==> src/rtl/lock_acq_pkg.sv <==
package lock_acq_pkg;

  typedef enum logic [2:0] {
    ST_CAL_HI = 3'd0,
    ST_CAL_LO = 3'd1,
    ST_FREQ   = 3'd2,
    ST_JAM_A  = 3'd3,
    ST_RATE   = 3'd4,
    ST_JAM_B  = 3'd5,
    ST_HOLD   = 3'd6
  } acq_stage_e;

endpackage

==> src/rtl/lock_avg_window.sv <==
module lock_avg_window #(
  parameter int W     = 16,
  parameter int DEPTH = 20,
  localparam int SUM_W = W + $clog2(DEPTH) + 1,
  localparam int CNT_W = $clog2(DEPTH + 1)
) (
  input  logic                    clk,
  input  logic                    rst_n,
  input  logic                    clr,
  input  logic                    push,
  input  logic signed [W-1:0]     din,
  output logic signed [SUM_W-1:0] sum_nxt,
  output logic                    full_nxt
);

  logic signed [W-1:0]     hist_q [DEPTH];
  logic signed [SUM_W-1:0] sum_q;
  logic [CNT_W-1:0]        cnt_q;
  logic                    full_q;

  assign full_q = (cnt_q == CNT_W'(DEPTH));

  always_comb begin
    sum_nxt = sum_q + SUM_W'(din);
    if (full_q) sum_nxt = sum_nxt - SUM_W'(hist_q[DEPTH-1]);
    full_nxt = full_q || (cnt_q == CNT_W'(DEPTH - 1));
  end

  genvar gi;
  generate
    for (gi = 0; gi < DEPTH; gi++) begin : g_tap
      always_ff @(posedge clk or negedge rst_n) begin
        if (!rst_n)    hist_q[gi] <= '0;
        else if (clr)  hist_q[gi] <= '0;
        else if (push) begin
          if (gi == 0) hist_q[gi] <= din;
          else         hist_q[gi] <= hist_q[(gi == 0) ? 0 : gi-1];
        end
      end
    end
  endgenerate

  always_ff @(posedge clk or negedge rst_n) begin
    if (!rst_n) begin
      sum_q <= '0;
      cnt_q <= '0;
    end else if (clr) begin
      sum_q <= '0;
      cnt_q <= '0;
    end else if (push) begin
      sum_q <= sum_nxt;
      if (!full_q) cnt_q <= cnt_q + 1'b1;
    end
  end

  AST_CNT_BOUND: assert property (@(posedge clk) disable iff (!rst_n)
    cnt_q <= CNT_W'(DEPTH));

endmodule

==> src/rtl/lock_tune_sat.sv <==
module lock_tune_sat #(
  parameter int TW = 16
) (
  input  logic [TW-1:0]      cur,
  input  logic signed [31:0] corr,
  output logic [TW-1:0]      nxt
);

  localparam logic signed [33:0] MAXV = (34'sd1 <<< TW) - 34'sd1;

  logic signed [33:0] t;

  always_comb begin
    t = $signed(34'(cur)) - 34'(corr);
    if (t < 34'sd0)     nxt = '0;
    else if (t > MAXV)  nxt = '1;
    else                nxt = t[TW-1:0];
  end

endmodule

==> src/rtl/lock_acq_seq.sv <==
module lock_acq_seq
  import lock_acq_pkg::*;
#(
  parameter int PHASE_W   = 16,
  parameter int TUNE_W    = 16,
  parameter int AVG_N     = 20,
  parameter int FREQ_LIM  = 50,
  parameter int RATE_LIM  = 50,
  parameter int HOLD_LIM  = 1,
  parameter int FREQ_GAIN = 4,
  parameter int RATE_GAIN = 2,
  parameter int HOLD_GAIN = 1
) (
  input  logic               clk,
  input  logic               rst_n,
  input  logic               smp_valid,
  input  logic [PHASE_W-1:0] phase_err,
  input  logic               cal_done,
  output logic [TUNE_W-1:0]  tune_word,
  output logic               jam_sync,
  output logic [2:0]         acq_stage,
  output logic               locked
);

  localparam int SUM_W = PHASE_W + $clog2(AVG_N) + 1;
  localparam logic signed [31:0] KF  = 32'(FREQ_GAIN);
  localparam logic signed [31:0] KR  = 32'(RATE_GAIN);
  localparam logic signed [31:0] KH  = 32'(HOLD_GAIN);
  localparam logic signed [31:0] AVG_MAX = 32'(HOLD_LIM * AVG_N);
  localparam logic [TUNE_W-1:0]  MID = TUNE_W'(1) << (TUNE_W - 1);

  // reset release synchroniser
  logic [1:0] rst_pipe;
  logic       rs_n;
  always_ff @(posedge clk or negedge rst_n) begin
    if (!rst_n) rst_pipe <= 2'b00;
    else        rst_pipe <= {rst_pipe[0], 1'b1};
  end
  assign rs_n = rst_pipe[1];

  acq_stage_e          stage_q, stage_d;
  logic [TUNE_W-1:0]   tune_q, tune_d, tune_sat;
  logic                jam_q, jam_d, lock_q, lock_d;
  logic                pv_q, pv_d;
  logic [PHASE_W-1:0]  prev_q, prev_d;

  logic signed [PHASE_W:0]  delta;
  logic signed [31:0]       d32, e32, corr, s32;
  logic signed [SUM_W-1:0]  avg_sum;
  logic                     avg_full, avg_push, avg_clr;
  logic                     freq_ok, rate_ok, avg_over;

  assign delta = $signed({phase_err[PHASE_W-1], phase_err})
               - $signed({prev_q[PHASE_W-1], prev_q});
  assign d32   = 32'(delta);
  assign e32   = 32'($signed(phase_err));
  assign s32   = 32'(avg_sum);

  assign freq_ok  = (d32 < 32'(FREQ_LIM)) && (d32 > -32'(FREQ_LIM));
  assign rate_ok  = (d32 < 32'(RATE_LIM)) && (d32 > -32'(RATE_LIM));
  assign avg_over = (s32 > AVG_MAX) || (s32 < -AVG_MAX);

  assign avg_push = smp_valid && (stage_q == ST_HOLD);
  assign avg_clr  = (stage_q != ST_HOLD);

  lock_avg_window #(.W(PHASE_W), .DEPTH(AVG_N)) u_avg (
    .clk      (clk),
    .rst_n    (rs_n),
    .clr      (avg_clr),
    .push     (avg_push),
    .din      ($signed(phase_err)),
    .sum_nxt  (avg_sum),
    .full_nxt (avg_full)
  );

  // correction selected by stage
  always_comb begin
    case (stage_q)
      ST_FREQ: corr = d32 * KF;
      ST_RATE: corr = d32 * KR;
      ST_HOLD: corr = e32 * KH;
      default: corr = '0;
    endcase
  end

  lock_tune_sat #(.TW(TUNE_W)) u_sat (
    .cur  (tune_q),
    .corr (corr),
    .nxt  (tune_sat)
  );

  // next-state logic
  always_comb begin
    stage_d = stage_q;
    tune_d  = tune_q;
    jam_d   = 1'b0;
    pv_d    = 1'b0;
    prev_d  = prev_q;
    case (stage_q)
      ST_CAL_HI: if (smp_valid && cal_done) stage_d = ST_CAL_LO;
      ST_CAL_LO: if (smp_valid && cal_done) stage_d = ST_FREQ;
      ST_FREQ, ST_RATE: begin
        pv_d = pv_q;
        if (smp_valid) begin
          prev_d = phase_err;
          pv_d   = 1'b1;
          if (pv_q) begin
            tune_d = tune_sat;
            if (stage_q == ST_FREQ && freq_ok) stage_d = ST_JAM_A;
            if (stage_q == ST_RATE && rate_ok) stage_d = ST_JAM_B;
          end
        end
      end
      ST_JAM_A: if (smp_valid) begin jam_d = 1'b1; stage_d = ST_RATE; end
      ST_JAM_B: if (smp_valid) begin jam_d = 1'b1; stage_d = ST_HOLD; end
      ST_HOLD: if (smp_valid) begin
        tune_d = tune_sat;
        if (avg_full && avg_over) stage_d = ST_RATE;
      end
      default: stage_d = ST_CAL_HI;
    endcase
    lock_d = (stage_d == ST_HOLD);
  end

  // state registers
  always_ff @(posedge clk or negedge rs_n) begin
    if (!rs_n) begin
      stage_q <= ST_CAL_HI;
      tune_q  <= MID;
      jam_q   <= 1'b0;
      lock_q  <= 1'b0;
      pv_q    <= 1'b0;
      prev_q  <= '0;
    end else begin
      stage_q <= stage_d;
      tune_q  <= tune_d;
      jam_q   <= jam_d;
      lock_q  <= lock_d;
      pv_q    <= pv_d;
      prev_q  <= prev_d;
    end
  end

  assign tune_word = tune_q;
  assign jam_sync  = jam_q;
  assign acq_stage = stage_q;
  assign locked    = lock_q;

  AST_CAL_TUNE_FROZEN: assert property (@(posedge clk) disable iff (!rs_n)
    (acq_stage == 3'd0 || acq_stage == 3'd1) |=> $stable(tune_word));
  AST_IDLE_NO_MOVE: assert property (@(posedge clk) disable iff (!rs_n)
    !smp_valid |=> ($stable(acq_stage) && $stable(tune_word)));
  AST_JAM_AFTER_SAMPLE: assert property (@(posedge clk) disable iff (!rs_n)
    jam_sync |-> $past(smp_valid));
  AST_JAM_TUNE_KEPT: assert property (@(posedge clk) disable iff (!rs_n)
    jam_sync |-> $stable(tune_word));
  AST_JAM_ONE_CLOCK: assert property (@(posedge clk) disable iff (!rs_n)
    jam_sync |=> !jam_sync);
  AST_LOCK_IN_HOLD: assert property (@(posedge clk) disable iff (!rs_n)
    locked |-> (acq_stage == 3'd6));
  AST_HOLD_EXIT: assert property (@(posedge clk) disable iff (!rs_n)
    (acq_stage == 3'd6) |=> (acq_stage == 3'd6 || acq_stage == 3'd4));
  AST_STAGE_LEGAL: assert property (@(posedge clk) disable iff (!rs_n)
    acq_stage != 3'd7);

endmodule

==> config.mk <==
export PLATFORM = sky130hd
export DESIGN_NAME = lock_acq_seq
export DESIGN_NICKNAME = d
export VERILOG_FILES = /design/src/rtl/lock_acq_pkg.sv /design/src/rtl/lock_avg_window.sv /design/src/rtl/lock_tune_sat.sv /design/src/rtl/lock_acq_seq.sv
export SDC_FILE = /design/constraint.sdc
export NUM_CORES = 1
export LEC_CHECK = 0
export BUFFER_PORTS_ARGS = -buffer_cell sky130_fd_sc_hd__buf_2
export CAP_MARGIN = 20
export CORE_ASPECT_RATIO = 1.5
export CORE_MARGIN = 1.5
export CORE_UTILIZATION = 55
export DETAILED_ROUTE_END_ITERATION = 8
export GPL_TIMING_DRIVEN = 0
export PLACE_DENSITY = 0.79
export SLEW_MARGIN = 15
export SYNTH_ARGS = -nofsm -noshare
export SYNTH_HDL_FRONTEND = slang
export SYNTH_SLANG_ARGS = --single-unit
==> constraint.sdc <==
create_clock -name clk -period 10.8 [get_ports clk]
set_clock_uncertainty 0.05 [all_clocks]
set_input_delay 1.08 -clock clk [delete_from_list [all_inputs] [get_ports clk]]
set_output_delay 1.08 -clock clk [all_outputs]
set_load 0.01 [all_outputs]
# Yosys cells after proc, flatten, opt, wreduce, memory -nomap -nowiden
# Index checks and enable logic that the tools add are counted.
# word_totals
regBits	387
out_inout_bits	21
inputBits	20
word_cells	138
# classes
order_cmp	6
n_eq_ne	14
n_reduce_logical	16
n_mux	68
addsub	5
# ops
operator	count
$mux 16	45
$pmux 32 s3	1
$mux 22	3
$gt 34x17->1 const B	1
$lt 34x1->1 const B	1
$sub 17x32->33	1
$pmux 16 s2	1
$mux 3	10
$add 22x16->22	1
$gt 22x6->1 const B	1
$lt 22x6->1 const B	1
$sub 22x16->22	1
$pmux 3 s6	1
$gt 17x7->1 const B	1
$lt 17x7->1 const B	1
$sub 16x16->17	1
$mux 5	3
$eq 3x3->1 const B	4
$eq 5x5->1 const B	2
$ne 2x2->1 const B	4
$eq 3x2->1 const B	2
$logic_and 1x1->1	6
$add 5x1->5 const B	1
$mux 1	4
other kinds (8)	12

# Logic depth before layout (Yosys ltp)
# logic_depth
word_depth	10
depth_mapped	26
depth_no_buf	24

# Hierarchy
# From an unflattened synthesis, not the netlist that was laid out.
# hier_totals
hier_cells	2064
hier_area_um2	20962.6
# modules_own_cells
module	seq_area_each_um2	area_each_um2	cells_per_inst	instances
lock_avg_window	8683.3	16250.6	1474	1
lock_acq_seq	1002.2	3099.2	364	1
lock_tune_sat	0.0	1612.8	226	1

# Worst setup path before layout
# OpenSTA, ideal clock, no wires.
# synth_path
path_kind	input port to flip-flop
start	input phase_err[0]
end	register tune_q[10] (netlist: tune_word[10])
cell_stages	25
path_buffers	2
setup_ns	0.143
required_time_ns	10.607
arrival_ns	5.397
slack_ns	5.210
path_cell_list	inv_1 -> ha_1 -> inv_1 -> fa_1 -> a21o_1 -> a21oi_2 -> o21bai_2 -> a2111oi_4 -> or2_2 -> xnor2_1 -> o211ai_1 -> a21o_1 -> ha_1 -> and3_1 -> and3_1 -> a21oi_1 -> a31oi_1 -> a41o_1 -> o21ai_0 -> nand2b_1 -> o311ai_1 -> and2_1 -> clkbuf_1 -> buf_4 -> a311oi_1
# synth_via
elab_chain_cells	9
elab_cells_between_ends	11
classes_between	add/sub: 2; order compare: 2; mux: 7
# synth_rtl
element	line_no	text
from (decl)	lock_acq_seq.sv:17	input logic [PHASE_W-1:0] phase_err,
$sub 16x16->17	lock_acq_seq.sv:54	- $signed({prev_q[PHASE_W-1], prev_q});
$pmux 32 s3 *	lock_acq_seq.sv:78	case (stage_q)
$sub 17x32->33 *	lock_tune_sat.sv:14	t = $signed(34'(cur)) - 34'(corr);
$gt 34x17->1	lock_tune_sat.sv:16	else if (t > MAXV) nxt = '1;
$mux 16	lock_tune_sat.sv:16	
$mux 16 *	lock_tune_sat.sv:15	if (t < 34'sd0) nxt = '0;
$mux 16	lock_acq_seq.sv:107	if (pv_q) begin
$mux 16	lock_acq_seq.sv:104	if (smp_valid) begin
$pmux 16 s2 *	lock_acq_seq.sv:99	case (stage_q)
to (signal assigned)	lock_acq_seq.sv:136	tune_q <= tune_d;
to (decl)	lock_acq_seq.sv:42	logic [TUNE_W-1:0] tune_q, tune_d, tune_sat;
# Mark *: on every way between the ends. The rest lies on a longest branch, timed or not. The select of a mux whose other input is x is not followed.
# A chain may end at the register's enable or synchronous reset.

# Worst setup path after layout
# layout_path
start	register stage_q[1] (netlist: acq_stage[1])
end	register tune_q[7] (netlist: tune_word[7])
# layout_via
elab_chain_cells	9
elab_cells_between_ends	19
classes_between	add/sub: 1; order compare: 2; eq/ne: 6; mux: 7; reduce/logical: 3
# layout_rtl
element	line_no	text
from (decl)	lock_acq_seq.sv:41	acq_stage_e stage_q, stage_d;
from (signal assigned)	lock_acq_seq.sv:135	stage_q <= stage_d;
$eq 3x3->1 / $eq 3x2->1 (equally long branches)	lock_acq_seq.sv:78, lock_acq_seq.sv:99	
$pmux 32 s3	lock_acq_seq.sv:78	
$sub 17x32->33	lock_tune_sat.sv:14	
$gt 34x17->1	lock_tune_sat.sv:16	
$mux 16	lock_tune_sat.sv:16	
$mux 16	lock_tune_sat.sv:15	
$mux 16	lock_acq_seq.sv:107	
$mux 16	lock_acq_seq.sv:104	
$pmux 16 s2	lock_acq_seq.sv:99	
# Several ways; a longest one is shown, not always the timed one. The select of a mux whose other input is x is not followed.

==> reports/results.ini <==
[route]
drtIter0Drc=875
drt.antenna.violating_nets=0
detail_route.wl_per_cell_um=19.4
wirelength_um=49900
route.vias.total=14953
route.detailed.vias_per_inst=5.81
drt_pass1_iterations=5
drcViolationCount=0

[synthesis]
synthMostInstantiatedCell=nor2_1
ys_seq_elements=387
syn_inst=1984
syn-num-nets=2084
yosys.cell_types.count=89
ys_warn_count=0
largest_cells_by_area_after_synthesis=dfrtp_1 48%, mux2i_1 16%, nor2_1 7.6%
netlist.area_leader.share_pct=47.6
avgSynthCellArea_um2=10.2
synth.cells.most_frequent=412 x nor2_1, 386 x dfrtp_1, 331 x mux2i_1
netlist.top_cell.by_area=dfrtp_1
synth.cell_area_mm2=0.0203
async_reset_ff_share_pct=100
synth-seq-area-share_pct=47.8
ys.flop_type=dfrtp_1
synth_edf_count=0

[final_layout]
antenna_cells=0
fillerInstances=2933
areaGrowthSynthToFinish_pct=10.8
drive_above_1_share_pct=7.75
nets=2168
postLayoutCoreUtil_pct=61.4

[flow_run]
maxCapViolations=0

[timing]
final_min_period_over_clock_period_pct=55.4
slew_viol_final=0
hold_viol=0
unrepaired_setup_endpoints_after_global_routing=false
finalWorstPathRequiredPeriod_ns=5.99
final_setup_violation_count=0
timing.fmax_mhz=167
setup_ws_ns=4.81
finalSetupTns_ns=0
max_slew.worst_pin.slew_ns=1.12
worst_hold_slack_ns=0.228
max-slew-margin-rel_pct=25.3

[clock_tree]
cts.hold.buffers_added=0
cts-htree-levels=2
cts-root-to-sink-buffers=3
cts_repair_resize_count=0
postCtsSetupBuffers=0
clock_tree_from_tritoncts=yes
cts_made_buffers=36
number_of_sinks_driven_by_the_clock_tree=387
clock_insertion_delay_at_the_later_pin_of_the_skew_report_ns=0.53
clk_pin_slew_worst_paths_ns=0.06
clock_tree.root_cell=clkbuf_16

[die]
die-height_um=238
die_area_mm2=0.0380
core_area_mm2=0.0366
design.portCount=41
placementRows=86
floorplan.die.width_um=160
starting_utilization_of_the_core_area_pct=55.4

[setup_path]
crit_arrival_ns=6.31
worst-endpoint-required_ns=11.13
worstSetupPathType=reg2reg
critical_path_peak_fanout=10
timing.critical_path.to_type=flip-flop
worst_setup_path_start_kind=flip-flop

[placement]
place.gp.congestion=0.931
dp_worst_setup_slack_ns=4.37
port_buffers=39
post-dp-hpwl_um=37200

[global_routing]
groute.usage.overall_pct=26.8
grt_pass1_wl_um=81300
gr-total-overflow=0
number_of_antenna_violations_at_the_first_check_in_global_routing=0
grt_max_degree=62
grt_pass1_vias=15491

[outcome]
run_status=complete, no violations

[pwr]
leakage_nw=10.8
power_density_mw_per_mm2=182
irDropWorstVdd_mv=0.135

[worst_hold_path]
hold_path_class=reg2async

[layout make-up]
cell class              count  area (um^2)  area share [%]
repair buffers             46          380            1.69
well taps                 484          606            2.69
plain buffers             116          458            2.04
clock buffers              50         1070            4.78
clock inverters            11          134           0.596
multi-input cells        1418         9890            44.0
inverters                  63          236            1.05
flip-flops and latches    387         9690            43.1
[through the flow]
stage / cell area (um^2) / total power [mW] / std cells
floorplan: 20300 / 2.47 / 1984
global placement: 21100 / 2.74 / 2507
detailed placement: 21300 / 2.79 / 2514
CTS: 22500 / 4.10 / 2575
global route: 22500 / 4.28 / 2575
finish: 22500 / 4.09 / 2575
[layout by cell type, fill, tap and decap left out, types with 42 or more instances in the layout]
cell and count:
inv_1 63, nor2_1 412, clkbuf_1 102, o21ai_0 57, ha_1 76, a21oi_1 61, mux2i_1 331, buf_2 42
dfrtp_1 385, nand2_1 77
[cell families (layout without fill, tap and decap cells)]
group | count (synthesis) | after routing | share of synthesized area (%)
flip-flops | 387 | 387 | 47.8
AND/OR/NAND/NOR | 628 | 628 | 13.4
AO/OA/AOI/OAI | 301 | 301 | 10.5
XOR/XNOR | 65 | 65 | 2.81
multiplexers | 343 | 343 | 17.0
adder cells (fa/ha/maj) | 80 | 80 | 5.09
other | 1 | 1 | 0.0185
buffers and inverters | 179 | 286 | 3.43
[final timing paths]
kind                               from                 to  slack [ns]  cells after the start
setup / recovery           acq_stage[1]       tune_word[7]        4.81                     22
hold / removal              rst_pipe[1]  u_avg.hist_q[223]        0.23                      0
setup reg to reg           acq_stage[1]       tune_word[7]        4.81                     22
hold reg to reg             rst_pipe[1]  u_avg.hist_q[223]        0.23                      0
max in group asynchronous   rst_pipe[1]      tune_word[15]        8.55                      5
min in group clk            rst_pipe[0]        rst_pipe[1]        0.30                      0
[per-layer routing]
metal / routed length, um / global-route usage (%) / up-vias
li1: - / - / 7099
met3: 1640 / 2.95 / 150
met5: 0 / 0 / -
met4: 3180 / 15.8 / 0
met2: 25800 / 49.8 / 338
met1: 19300 / 29.4 / 7366
[critical path: stages, from the launching register on]
cell and delay [ns]:
dfrtp_1 0.45, clkbuf_1 0.35, clkbuf_1 0.41, nand2_1 0.32
clkbuf_1 0.38, buf_1 0.39, nor2_1 0.29, ha_1 0.22
inv_1 0.06, fa_1 0.40, a21o_1 0.18, a21oi_1 0.28
o21bai_1 0.14, a21oi_1 0.20, a31oi_1 0.18, a41o_1 0.29
o21ai_0 0.18, nand2b_1 0.09, o311ai_1 0.14, and2_1 0.20
clkbuf_1 0.32, buf_4 0.26, a311oi_1 0.06
[registers in the layout (all words and copies together) (netlist names)]
| name | cells |
|---|---|
| u_avg.sum_q | 22 |
| prev_q | 16 |
| pv_q | 1 |
| rst_pipe | 2 |
| locked | 1 |
| tune_word | 16 |
| u_avg.hist_q | 320 |
| jam_sync | 1 |
| acq_stage | 3 |
| u_avg.cnt_q | 5 |
[where the power goes]
part,switching (mW),internal (mW)
registers,0.0418,1.50
clock network,0.543,0.766
logic,0.764,0.468
total,1.35,2.74
No activity file was read; power rests on OpenSTA's default activity.
